--- src/rtl/dac_sync_pkg.sv ---
package dac_sync_pkg;

  typedef enum logic [1:0] {
    ENG_IDLE  = 2'd0,
    ENG_SHIFT = 2'd1,
    ENG_GAP   = 2'd2,
    ENG_LOAD  = 2'd3
  } eng_state_t;

endpackage

--- src/rtl/dac_addr_decode.sv ---
module dac_addr_decode #(
  parameter int unsigned ADDR_W    = 8,
  parameter int unsigned NCH       = 4,
  parameter int unsigned BASE_ADDR = 'hA0,
  parameter int unsigned STRIDE    = 2
) (
  input  logic [ADDR_W-1:0] addr,
  output logic [NCH-1:0]    hit
);

  // one comparator per channel slot
  for (genvar i = 0; i < NCH; i++) begin : g_slot
    localparam logic [ADDR_W-1:0] SLOT_ADDR = ADDR_W'(BASE_ADDR + i * STRIDE);
    assign hit[i] = (addr == SLOT_ADDR);
  end

endmodule

--- src/rtl/dac_stage_regs.sv ---
module dac_stage_regs #(
  parameter int unsigned NCH    = 4,
  parameter int unsigned CODE_W = 12,
  parameter int unsigned DATA_W = 16
) (
  input  logic                         clk,
  input  logic                         rst,
  input  logic                         wr_en,
  input  logic [DATA_W-1:0]            wr_data,
  input  logic [NCH-1:0]               hit,
  input  logic                         eng_done,
  output logic [NCH-1:0][CODE_W-1:0]   codes,
  output logic                         busy_q,
  output logic                         start_q,
  output logic [DATA_W-1:0]            rd_data
);

  localparam int unsigned PAD_W = DATA_W - 1 - CODE_W;

  logic              accept;
  logic [DATA_W-1:0] rd_next;

  // the whole register port is frozen while an update runs
  assign accept = wr_en && !busy_q && (|hit);

  always_comb begin
    rd_next = '0;
    for (int i = 0; i < NCH; i++) begin
      if (hit[i]) rd_next = {busy_q, {PAD_W{1'b0}}, codes[i]};
    end
  end

  always_ff @(posedge clk) begin
    if (rst) begin
      codes   <= '0;
      busy_q  <= 1'b0;
      start_q <= 1'b0;
      rd_data <= '0;
    end else begin
      start_q <= 1'b0;
      rd_data <= rd_next;
      if (eng_done) busy_q <= 1'b0;
      if (accept) begin
        for (int i = 0; i < NCH; i++) begin
          if (hit[i]) codes[i] <= wr_data[CODE_W-1:0];
        end
        if (wr_data[DATA_W-1]) begin
          busy_q  <= 1'b1;
          start_q <= 1'b1;
        end
      end
    end
  end

endmodule

--- src/rtl/dac_serial_engine.sv ---
module dac_serial_engine
  import dac_sync_pkg::*;
#(
  parameter int unsigned NCH      = 4,
  parameter int unsigned CODE_W   = 12,
  parameter int unsigned FRAME_W  = 16,
  parameter int unsigned HALF_DIV = 1
) (
  input  logic                       clk,
  input  logic                       rst,
  input  logic                       start,
  input  logic [NCH-1:0][CODE_W-1:0] codes,
  output logic                       sclk,
  output logic                       din,
  output logic                       cs_n,
  output logic                       load,
  output logic                       done
);

  localparam int unsigned CH_W   = (NCH > 1) ? $clog2(NCH) : 1;
  localparam int unsigned RSV_W  = FRAME_W - CH_W - CODE_W;
  localparam int unsigned BIT_W  = $clog2(FRAME_W);
  localparam int unsigned HCNT_W = (HALF_DIV > 1) ? $clog2(HALF_DIV) : 1;
  localparam logic [HCNT_W-1:0] HCNT_MAX = HCNT_W'(HALF_DIV - 1);
  localparam logic [BIT_W-1:0]  BIT_TOP  = BIT_W'(FRAME_W - 1);
  localparam logic [CH_W-1:0]   CH_LAST  = CH_W'(NCH - 1);

  eng_state_t          state;
  logic [CH_W-1:0]     chan_q;
  logic [CH_W-1:0]     chan_nx;
  logic [BIT_W-1:0]    bit_q;
  logic [HCNT_W-1:0]   hcnt;
  logic [FRAME_W-1:0]  shreg;
  logic [FRAME_W-1:0]  frame_first;
  logic [FRAME_W-1:0]  frame_next;

  assign chan_nx     = chan_q + 1'b1;
  assign frame_first = {CH_W'(0), {RSV_W{1'b0}}, codes[0]};
  assign frame_next  = {chan_nx, {RSV_W{1'b0}}, codes[chan_nx]};
  assign done        = (state == ENG_LOAD);

  always_ff @(posedge clk) begin
    if (rst) begin
      state  <= ENG_IDLE;
      chan_q <= '0;
      bit_q  <= '0;
      hcnt   <= '0;
      shreg  <= '0;
      sclk   <= 1'b0;
      din    <= 1'b0;
      cs_n   <= 1'b1;
      load   <= 1'b0;
    end else begin
      case (state)
        ENG_IDLE: begin
          if (start) begin
            chan_q <= '0;
            bit_q  <= BIT_TOP;
            hcnt   <= '0;
            shreg  <= frame_first;
            din    <= frame_first[FRAME_W-1];
            cs_n   <= 1'b0;
            sclk   <= 1'b0;
            state  <= ENG_SHIFT;
          end
        end
        ENG_SHIFT: begin
          if (hcnt == HCNT_MAX) begin
            hcnt <= '0;
            if (!sclk) begin
              sclk <= 1'b1;
            end else begin
              sclk <= 1'b0;
              if (bit_q == '0) begin
                cs_n  <= 1'b1;
                din   <= 1'b0;
                state <= ENG_GAP;
              end else begin
                bit_q <= bit_q - 1'b1;
                shreg <= shreg << 1;
                din   <= shreg[FRAME_W-2];
              end
            end
          end else begin
            hcnt <= hcnt + 1'b1;
          end
        end
        ENG_GAP: begin
          if (chan_q == CH_LAST) begin
            load  <= 1'b1;
            state <= ENG_LOAD;
          end else begin
            chan_q <= chan_nx;
            bit_q  <= BIT_TOP;
            hcnt   <= '0;
            shreg  <= frame_next;
            din    <= frame_next[FRAME_W-1];
            cs_n   <= 1'b0;
            state  <= ENG_SHIFT;
          end
        end
        ENG_LOAD: begin
          load  <= 1'b0;
          state <= ENG_IDLE;
        end
        default: state <= ENG_IDLE;
      endcase
    end
  end

endmodule

--- src/rtl/dac_sync_front.sv ---
module dac_sync_front #(
  parameter int unsigned NCH       = 4,
  parameter int unsigned CODE_W    = 12,
  parameter int unsigned DATA_W    = 16,
  parameter int unsigned ADDR_W    = 8,
  parameter int unsigned BASE_ADDR = 'hA0,
  parameter int unsigned STRIDE    = 2,
  parameter int unsigned FRAME_W   = 16,
  parameter int unsigned HALF_DIV  = 1
) (
  input  logic              clk,
  input  logic              rst,
  input  logic              wr_en,
  input  logic [ADDR_W-1:0] addr,
  input  logic [DATA_W-1:0] wr_data,
  output logic [DATA_W-1:0] rd_data,
  output logic              dac_sclk,
  output logic              dac_din,
  output logic              dac_cs_n,
  output logic              dac_load,
  output logic              busy
);

  logic [NCH-1:0]             slot_hit;
  logic [NCH-1:0][CODE_W-1:0] stage_codes;
  logic                       xfer_start;
  logic                       xfer_done;

  dac_addr_decode #(
    .ADDR_W(ADDR_W), .NCH(NCH), .BASE_ADDR(BASE_ADDR), .STRIDE(STRIDE)
  ) u_dec (
    .addr (addr),
    .hit  (slot_hit)
  );

  dac_stage_regs #(
    .NCH(NCH), .CODE_W(CODE_W), .DATA_W(DATA_W)
  ) u_regs (
    .clk      (clk),
    .rst      (rst),
    .wr_en    (wr_en),
    .wr_data  (wr_data),
    .hit      (slot_hit),
    .eng_done (xfer_done),
    .codes    (stage_codes),
    .busy_q   (busy),
    .start_q  (xfer_start),
    .rd_data  (rd_data)
  );

  dac_serial_engine #(
    .NCH(NCH), .CODE_W(CODE_W), .FRAME_W(FRAME_W), .HALF_DIV(HALF_DIV)
  ) u_eng (
    .clk   (clk),
    .rst   (rst),
    .start (xfer_start),
    .codes (stage_codes),
    .sclk  (dac_sclk),
    .din   (dac_din),
    .cs_n  (dac_cs_n),
    .load  (dac_load),
    .done  (xfer_done)
  );

endmodule

--- config.mk ---
export PLATFORM = sky130hd
export DESIGN_NAME = dac_sync_front
export DESIGN_NICKNAME = d
export VERILOG_FILES = /design/src/rtl/dac_sync_pkg.sv /design/src/rtl/dac_addr_decode.sv /design/src/rtl/dac_stage_regs.sv /design/src/rtl/dac_serial_engine.sv /design/src/rtl/dac_sync_front.sv
export SDC_FILE = /design/constraint.sdc
export NUM_CORES = 1
export LEC_CHECK = 0
export BUFFER_PORTS_ARGS = -buffer_cell sky130_fd_sc_hd__clkbuf_2
export CAP_MARGIN = 20
export CORE_MARGIN = 3
export CORE_UTILIZATION = 27
export CTS_CLUSTER_DIAMETER = 150
export DETAILED_ROUTE_END_ITERATION = 6
export GPL_ROUTABILITY_DRIVEN = 0
export PLACE_DENSITY_LB_ADDON = 0.25
export REMOVE_ABC_BUFFERS = 1
export SLEW_MARGIN = 20
export SYNTH_ARGS = -nofsm -noshare
export SYNTH_HDL_FRONTEND = slang
export SYNTH_SLANG_ARGS = --single-unit
--- constraint.sdc ---
create_clock -name clk -period 1.7 [get_ports clk]
set_input_delay 0.085 -clock clk [delete_from_list [all_inputs] [get_ports clk]]
set_output_delay 0.085 -clock clk [all_outputs]
set_load 0.02 [all_outputs]
== Word level (Yosys, flattened, before mapping) ==
Cells that the tools add are included.

* Memory bits (read-only): 0
* Register bits: 94
* Latch bits: 0
* Logic and storage cells: 110
* Input port bits: 27
* Memories: 0
* Output and inout port bits: 21
* Memory bits (writable): 0

* $lt $le $gt $ge: 1
* Reduce and logical (&&, ||, !) cells: 24
* Bitwise operators: 1
* Divide/modulo/power cells: 0
* Multiply operators: 0
* Add/subtract/negate cells: 3
* Shift-type cells: 0
* Eq/ne operators: 15
* Mux-type cells: 49

{| class="wikitable"
|+ Operators by type and width
! kind !! number
|-
| $mux 15 || 5
|-
| $mux 16 || 4
|-
| $pmux 15 s3 || 1
|-
| $eq 8x8->1 const B || 4
|-
| $bmux 12 s2 || 1
|-
| $mux 4 || 5
|-
| $mux 1 || 17
|-
| $mux 2 || 7
|-
| $mux 12 || 1
|-
| $pmux 4 s3 || 1
|-
| $reduce_and 6->1 || 2
|-
| $reduce_and 2->1 || 5
|-
| $pmux 1 s3 || 3
|-
| $reduce_and 3->1 || 3
|-
| $ne 2x2->1 const B || 4
|-
| $pmux 2 s4 || 1
|-
| $reduce_or 4->1 || 2
|-
| $eq 2x2->1 const B || 3
|-
| $ne 2x1->1 const B || 3
|-
| $reduce_bool 2->1 || 3
|-
| $reduce_and 5->1 || 1
|-
| $logic_not 4->1 || 1
|-
| $pmux 1 s2 || 2
|-
| $pmux 2 s2 || 1
|-
| 12 further kinds || 13
|}

== Logic depth before layout (Yosys ltp) ==
Gate-level depths: netlist (run 1).

* Depth in word-level cells: 5
* Mapped depth: 8

== Modules after synthesis ==
Synthesis (run 1) repeated with hierarchy kept, for this count alone.

* Cell total of the unflattened synthesis: 519
* Area, all modules: 4,321.6 um^2

{| class="wikitable"
|+ By module, submodules not included
! module !! area each (um^2) !! instances !! cells an instance
|-
| dac_stage_regs || 2,648.8 || 1 || 311
|-
| dac_serial_engine || 1,620.3 || 1 || 200
|-
| dac_addr_decode || 52.6 || 1 || 8
|}

== Worst setup path after synthesis (run 1) ==
No wires, ideal clock.

* Path type: flip-flop to flip-flop
* Start point: register u_eng.state[0]
* End point: register u_eng.bit_q[2]
* Required time: 1.583 ns
* Arrival: 1.685 ns
* Clock period less this slack: 1.802 ns
* Slack: -0.102 ns
* Stages on the path, launching flop included: 7
* Cell sequence: dfxtp_1 -> inv_1 -> ha_1 -> nor2b_2 -> a2111oi_4 -> nand2_1 -> a32o_1

* Longest elaborated chain between the ends: 3
* Elaborated cells on any way between the ends: 11
* Those cells by class: eq/ne: 7; mux: 1; reduce/logical: 3

{| class="wikitable"
|+ Ends and longest elaborated chain
! element !! line !! RTL
|-
| start: declaration || dac_serial_engine.sv:28 || <nowiki>eng_state_t state;</nowiki>
|-
| start signal: assignment || dac_serial_engine.sv:44 || <nowiki>state <= ENG_IDLE;</nowiki>
|-
| start signal: assignment || dac_serial_engine.sv:64 || <nowiki>state <= ENG_SHIFT;</nowiki>
|-
| start signal: assignment || dac_serial_engine.sv:77 || <nowiki>state <= ENG_GAP;</nowiki>
|-
| $eq 2x2->1, or another cell as far along || dac_serial_engine.sv:54 || <nowiki>case (state)</nowiki>
|-
| $ne 2x2->1 (no source line), or another cell as far along || -- ||
|-
| $reduce_and 6->1 (no source line) || -- ||
|-
| end signal: assignment || dac_serial_engine.sv:79 || <nowiki>bit_q <= bit_q - 1'b1;</nowiki>
|-
| end: declaration || dac_serial_engine.sv:31 || <nowiki>logic [BIT_W-1:0] bit_q;</nowiki>
|}

Parallel ways exist; a longest one is shown, timed or not.
A chain may end at the register's enable or synchronous reset.

== Worst setup path in the final report (run 1) ==
* Start point: register u_eng.chan_q[0]
* End point: register u_eng.shreg[11]

* Longest elaborated chain between the ends: 5
* Elaborated cells on any way between the ends: 8
* Those cells by class: add/sub: 1; eq/ne: 2; mux: 4; reduce/logical: 1

{| class="wikitable"
|+ Ends and longest elaborated chain
! element !! line !! RTL
|-
| start: declaration || dac_serial_engine.sv:29 || <nowiki>logic [CH_W-1:0] chan_q;</nowiki>
|-
| start signal: assignment || dac_serial_engine.sv:93 || <nowiki>chan_q <= chan_nx;</nowiki>
|-
| $add 2x1->2 || dac_serial_engine.sv:37 || <nowiki>assign chan_nx = chan_q + 1'b1;</nowiki>
|-
| $bmux 12 s2 || dac_serial_engine.sv:39 || <nowiki>assign frame_next = {chan_nx, {RSV_W{1'b0}}, codes[chan_nx]};</nowiki>
|-
| $mux 12 (not written as such) || dac_serial_engine.sv:39 ||
|-
| $mux 15 || dac_serial_engine.sv:89 || <nowiki>if (chan_q == CH_LAST) begin</nowiki>
|-
| $pmux 15 s3 || dac_serial_engine.sv:54 ||
|-
| end signal: assignment || dac_serial_engine.sv:60 || <nowiki>shreg <= frame_first;</nowiki>
|-
| end signal: assignment || dac_serial_engine.sv:80 || <nowiki>shreg <= shreg << 1;</nowiki>
|-
| end signal: assignment || dac_serial_engine.sv:96 || <nowiki>shreg <= frame_next;</nowiki>
|-
| end: declaration || dac_serial_engine.sv:33 || <nowiki>logic [FRAME_W-1:0] shreg;</nowiki>
|}

Parallel ways exist; a longest one is shown, timed or not. The select of a mux whose other input is x is not followed.

==> results of run 1 <==
## stage by stage
step,total power [uW],setup WS (ps),cells,hold slack [ps],util
final,6720,-8.55,769,25.3,0.365
after global routing,7100,-55.1,769,35.0,0.365
after CTS,6470,-18.6,763,22.8,0.352
after detailed placement,4270,-62.8,743,334,0.322
after global placement,4230,-19.0,743,324,0.322
after floorplan,3430,-367,429,154,-
## flip-flops by register name, indices dropped and copies added (netlist names)
name / cells
u_eng.state: 2
u_eng.cs_n: 1
u_eng.bit_q: 4
u_regs.codes: 48
u_eng.sclk: 1
u_regs.busy_q: 1
u_regs.rd_data: 13
u_regs.start_q: 1
u_eng.chan_q: 2
u_eng.din: 1
u_eng.shreg: 15
u_eng.load: 1
## final cells by class
type                       instances  area share
sequential                        90       0.308
timing repair buffer             108       0.141
clock inverter                     5      0.0102
tap                              216      0.0461
multi-input combinational        317       0.439
clock buffer                      11      0.0414
inverter                          22      0.0141
## layer usage
| layer | up-vias | track usage | share of wire |
|---|---|---|---|
| met4 | 0 | 0.0385 | 0.016 |
| met3 | 17 | 0.0395 | 0.037 |
| met5 | - | 0 | 0 |
| met1 | 1841 | 0.180 | 0.46 |
| li1 | 1845 | - | - |
| met2 | 69 | 0.239 | 0.49 |
## worst max-delay path, stage by stage, from the launching register on
cell and delay (ps):
dfxtp_2 340, ha_4 350, buf_12 170, mux2i_1 230, o22ai_1 120, a311oi_1 260, a211oi_2 110
## cell families after synthesis
family / count (synthesis) / synth area share
other: 1 / 0.000840
DFF: 90 / 0.403
buffers and inverters: 59 / 0.0767
muxes: 84 / 0.194
AOI/OAI and AO/OA: 106 / 0.164
adders and majority gates: 7 / 0.0196
and+or+nand+nor: 117 / 0.141
## path summary, 6_finish.rpt
kind	startpoint	to	slack, ps	cells past startpoint
hold / removal	wr_data[5]	u_regs.codes[17]$_SDFFE_PP0P_	30	3
setup / recovery	u_eng.chan_q[0]$_SDFFE_PP0P_	u_eng.shreg[11]$_SDFFE_PP0P_	-9	6
hold reg to reg	u_regs.codes[47]$_SDFFE_PP0P_	u_regs.rd_data[11]$_SDFF_PP0_	470	2
setup reg to reg	u_eng.chan_q[0]$_SDFFE_PP0P_	u_eng.shreg[11]$_SDFFE_PP0P_	-9	6
## what timing repair did
action                                  4_1_cts  5_1_grt
pin swaps                                     8        9
hold buffers                                  1        0
endpoints found under the hold margin         1        0
endpoints found under the setup margin       16       19
setup buffers                                 1        5
gates resized for setup                      25       40
cloned                                        2        1
## Yosys cell counts (10+ instances only)
cell type / instances / area [sq um]
buf_4: 10 / 75.1
a311oi_1: 13 / 114
dfxtp_1: 90 / 1800
mux2i_1: 71 / 711
mux2_2: 12 / 135
inv_1: 22 / 82.6
o22ai_1: 25 / 156
a211oi_1: 23 / 173
nor2_1: 58 / 218
a21oi_1: 23 / 115
clkbuf_1: 11 / 41.3
## power by group through the flow
stage | sequential, uW | combinational (uW) | clock, uW
CTS | 2440 | 1900 | 2130
detailed placement | 2480 | 1790 | 0
global route | 2480 | 2390 | 2220
floorplan | 2470 | 965 | 0
global placement | 2480 | 1750 | 0
finish | 2460 | 2210 | 2050
==> out/qor.csv, run 1 <==
metric,value,unit
status,finished with violations,
failing checks,negative setup slack,
Max clock buf depth,2,
Switching Share,0.320,
DR WL/cell,16.6,microns
final count of hold timing violations,0,
Post-synth EDFFs,0,
initial core utilization,0.278,
Num CTS Buffers,9,
Crit path arrival time,1940,ps
TritonRoute pass-1 iters,4,
syn avg cell area,9.63,sq um
Cell variety after synth,48,
sequential power share,0.366,
RSZ-0062 raised after global routing,true,
NetSw,2150,uW
number of routed nets with antenna violations,0,
Worst Hold Class,in -> reg,
vias in the first global route,3793,
initial DRC count,143,
VDD IR max,502,uV
"Period Utilization, post-route",1.01,
antenna violations before repair,0,
CP Class,reg -> reg,
"Seq/Total Area, Yosys",0.403,
area of the multi-input gates,0.00257,sq mm
largest net degree at the start of global routing,38,
die footprint,0.0181,sq mm
worst path required time,1930,ps
Buffers on Ports,41,
most frequent cells in the layout,"dfxtp_1, mux2i_1, nor2_1, buf_4, clkbuf_2",
die width,135,microns
GR Util All Layers,0.142,
share of cells above drive strength 1,0.342,
DRC viols,0,
Yosys Warn Count,0,
Clock Skews,11.6,ps
clock latency on the worst-skew pair,350,ps
Final WS setup,-8.55,ps
"Area growth, synth to finish",31.3,%
vias per inst,4.91,
top_reg_cell synth,dfxtp_1,
Finished Cell Area,0.00586,sq mm
Synth async-reset ratio,0,
register area,0.00181,sq mm
DIE HEIGHT,135,microns
NumNets Final,582,
Clock Tree Root,clkbuf_16,
leakage,0.00239,uW
HPWL Detailed,8.72,mm
Finish-stage setup viols,2,
Synth Register Bits,90,
Pins Over Slew Limit,0,
Post-Syn Area,0.00447,sq mm
TritonCTS clock tree,built,
drt total wl,12.8,mm
fmax,585,MHz
clk slew on worst S/H paths,70,ps
first-pass GRT wire length,20.1,mm
min Tclk post-route,1710,ps
total number of vias,3772,
CP Capture Type,register,
GR Overflow Total,0,
CP Max Fanout,6,
Gate Count Post-Synth,464,
Clk pwr share,0.305,
"commonest non-fill, non-tap cell in the layout",dfxtp_1,
Fin Setup TNS,-16.8,ps
Cell Pwr Density,1150,mW/mm^2
H-tree level count,3,
fillcell total,1605,
I/O pins,48,
Pint,4560,uW
Max-cap violations,0,
Placed Area,0.00517,sq mm
Core Rows,46,
core footprint,0.0161,sq mm
Antenna Cells,0,
CP startpoint kind,register,
Sinks on Clock Net,90,
Logic pwr share,0.328,
Power figures use the tool's default switching activity.
==> run 2, diff against run 1 <==
CORE_UTILIZATION = 40   (was 27)
MAX_ROUTING_LAYER = met4   (was default)
==> run 2 against run 1 <==
The run still ends with negative setup slack left; clock power is 34% lower; die area shrank 31%; via count is 1.5% lower; setup slack improved by 5.8 ps; critical endpoint is now u_eng.shreg[13]$_SDFFE_PP0P_; largest power group is now combinational logic; highest routed layer unchanged.
==> out/qor.csv, run 2 (same netlist as run 1, synthesis figures left out) <==
metric,value,unit,change
largest net degree at the start of global routing,73,,+92%
Clock Skews,7.49,ps,-4.12 ps
crit-path cells,inv_2 > ha_4 > nand2_2 > buf_4 > nor3b_4 > buf_12 > buf_6 > buf_4 > nand3_1 > a21oi_1,,
CP Class,reg -> reg,,
max FFs per register,48,,unchanged
Crit path arrival time,2010,ps,+70 ps
initial DRC count,228,,+59%
Placed Area,0.00502,sq mm,-2.8%
"Slowest-stage cell, CP",dfxtp_4,,
GR Overflow Total,0,,unchanged
Worst Hold Slack,4.98,ps,-20.3 ps
Pins Over Slew Limit,0,,unchanged
worst path required time,2010,ps,+80 ps
DIE HEIGHT,112,microns,-17%
DRC viols,0,,unchanged
TritonCTS clock tree,built,,
antenna violations before repair,0,,unchanged
Core Rows,37,,-20%
CP startpoint kind,register,,
clk slew on worst S/H paths,90,ps,+20 ps
leakage,0.00234,uW,-2.0%
initial core utilization,0.421,,+0.143
Regs by FF count,"u_regs.codes: 48 flops, u_eng.shreg: 15 flops, u_regs.rd_data: 13 flops",,
Top reg by flops,u_regs.codes,,
NumNets Final,581,,-0.17%
CP max stage delay,380,ps,+30 ps
clock latency on the worst-skew pair,370,ps,+20 ps
core footprint,0.0106,sq mm,-34%
most frequent cells in the layout,"dfxtp_1, mux2i_1, nor2_1, buf_4, clkbuf_2",,
status,finished with violations,,
CP Capture Type,register,,
fmax,587,MHz,+0.34%
Num CTS Buffers,9,,unchanged
Pwr Total,6290,uW,-6.3%
register area,0.00181,sq mm,+0.35%
Max-cap violations,0,,unchanged
final count of hold timing violations,0,,unchanged
GR Util All Layers,0.192,,+0.0498
die footprint,0.0125,sq mm,-31%
Worst Hold Class,in -> reg,,
drt total wl,11.7,mm,-8.6%
Finish-stage setup viols,1,,-1
"Area growth, synth to finish",25.3,%,
Antenna Cells,0,,unchanged
TritonRoute pass-1 iters,5,,+1
Finished Cell Area,0.00560,sq mm,-4.6%
fillcell total,979,,-39%
CP most frequent cell,buf_4,,
"commonest non-fill, non-tap cell in the layout",dfxtp_1,,
HPWL Detailed,7.61,mm,-13%
min Tclk post-route,1700,ps,-5.83 ps
H-tree level count,3,,unchanged
Max clock buf depth,2,,unchanged
share of cells above drive strength 1,0.303,,-0.0392
Final WS setup,-2.72,ps,+5.83 ps
DR WL/cell,17.0,microns,+2.1%
Cell Pwr Density,1120,mW/mm^2,-1.8%
I/O pins,48,,unchanged
Clock Tree Root,clkbuf_8,,
total number of vias,3717,,-1.5%
VDD IR max,788,uV,+57%
number of routed nets with antenna violations,0,,unchanged
"Period Utilization, post-route",1.00,,-0.00343
first-pass GRT wire length,18.8,mm,-6.3%
failing checks,negative setup slack,,
RSZ-0062 raised after global routing,true,,
Sinks on Clock Net,90,,unchanged
CP Max Fanout,7,,+1
vias in the first global route,3690,,-2.7%
vias per inst,5.40,,+10%
area of the multi-input gates,0.00248,sq mm,-3.6%
Buffers on Ports,41,,unchanged
die width,112,microns,-17%
run 2: where the power goes:
group | total (uW) | internal (uW) | leakage (uW) | switching (uW)
combinational | 2480 | 1300 | 0.00153 | 1180
clock | 1360 | 577 | 0.0000859 | 785
sequential | 2460 | 2310 | 0.000730 | 144
run 2: worst max-delay path, delay by kind of cell (launching register included):
family          cells  cell delay (ps)
buf+inv             5              560
compound gates      1              140
flops               1              380
fa+ha+maj           1              170
simple gates        3              400
run 2: metal layers:
metal  vias up  wire length [microns]  track usage
met5         -                      0            -
met4         0                    224       0.0397
met3        14                    465       0.0451
met2        74                   5660        0.312
met1      1799                   5320        0.246
li1       1830                      -            -
run 2: layout make-up:
cell class | count | share of cell area
Multi-Input combinational cell | 317 | 0.444
Sequential cell | 90 | 0.324
Timing Repair Buffer | 107 | 0.155
Tap cell | 136 | 0.0304
Clock buffer | 11 | 0.0253
Inverter | 22 | 0.0148
Clock inverter | 5 | 0.00671
run 2: worst paths after layout:
kind | end | slack, ps | cells past startpoint | from
setup / recovery | u_eng.shreg[13]$_SDFFE_PP0P_ | -3 | 10 | u_eng.state[0]$_SDFFE_PP0P_
hold / removal | u_regs.codes[30]$_SDFFE_PP0P_ | 5 | 3 | wr_data[6]
setup reg to reg | u_eng.shreg[13]$_SDFFE_PP0P_ | -3 | 10 | u_eng.state[0]$_SDFFE_PP0P_
hold reg to reg | u_eng.din$_SDFFE_PP0P_ | 490 | 2 | u_eng.din$_SDFFE_PP0P_
run 2: per-stage QoR:
stage | setup TNS (ps) | instances | setup slack [ps] | util
2_1_floorplan | -5870 | 429 | -367 | -
3_3_place_gp | -2750 | 654 | -223 | 0.474
3_5_place_dp | -3620 | 654 | -279 | 0.474
4_1_cts | 0 | 682 | 3.25 | 0.512
5_1_grt | -532 | 688 | -75.5 | 0.528
6_report | -2.72 | 688 | -2.72 | 0.528
run 2: timing repair:
action | CTS | global route
gates cloned | 1 | 0
hold endpoints to repair | 9 | 0
hold buffers | 5 | 0
pin swaps | 14 | 9
buffers inserted | 7 | 6
resized for setup | 25 | 29
endpoints found under the setup margin | 18 | 20
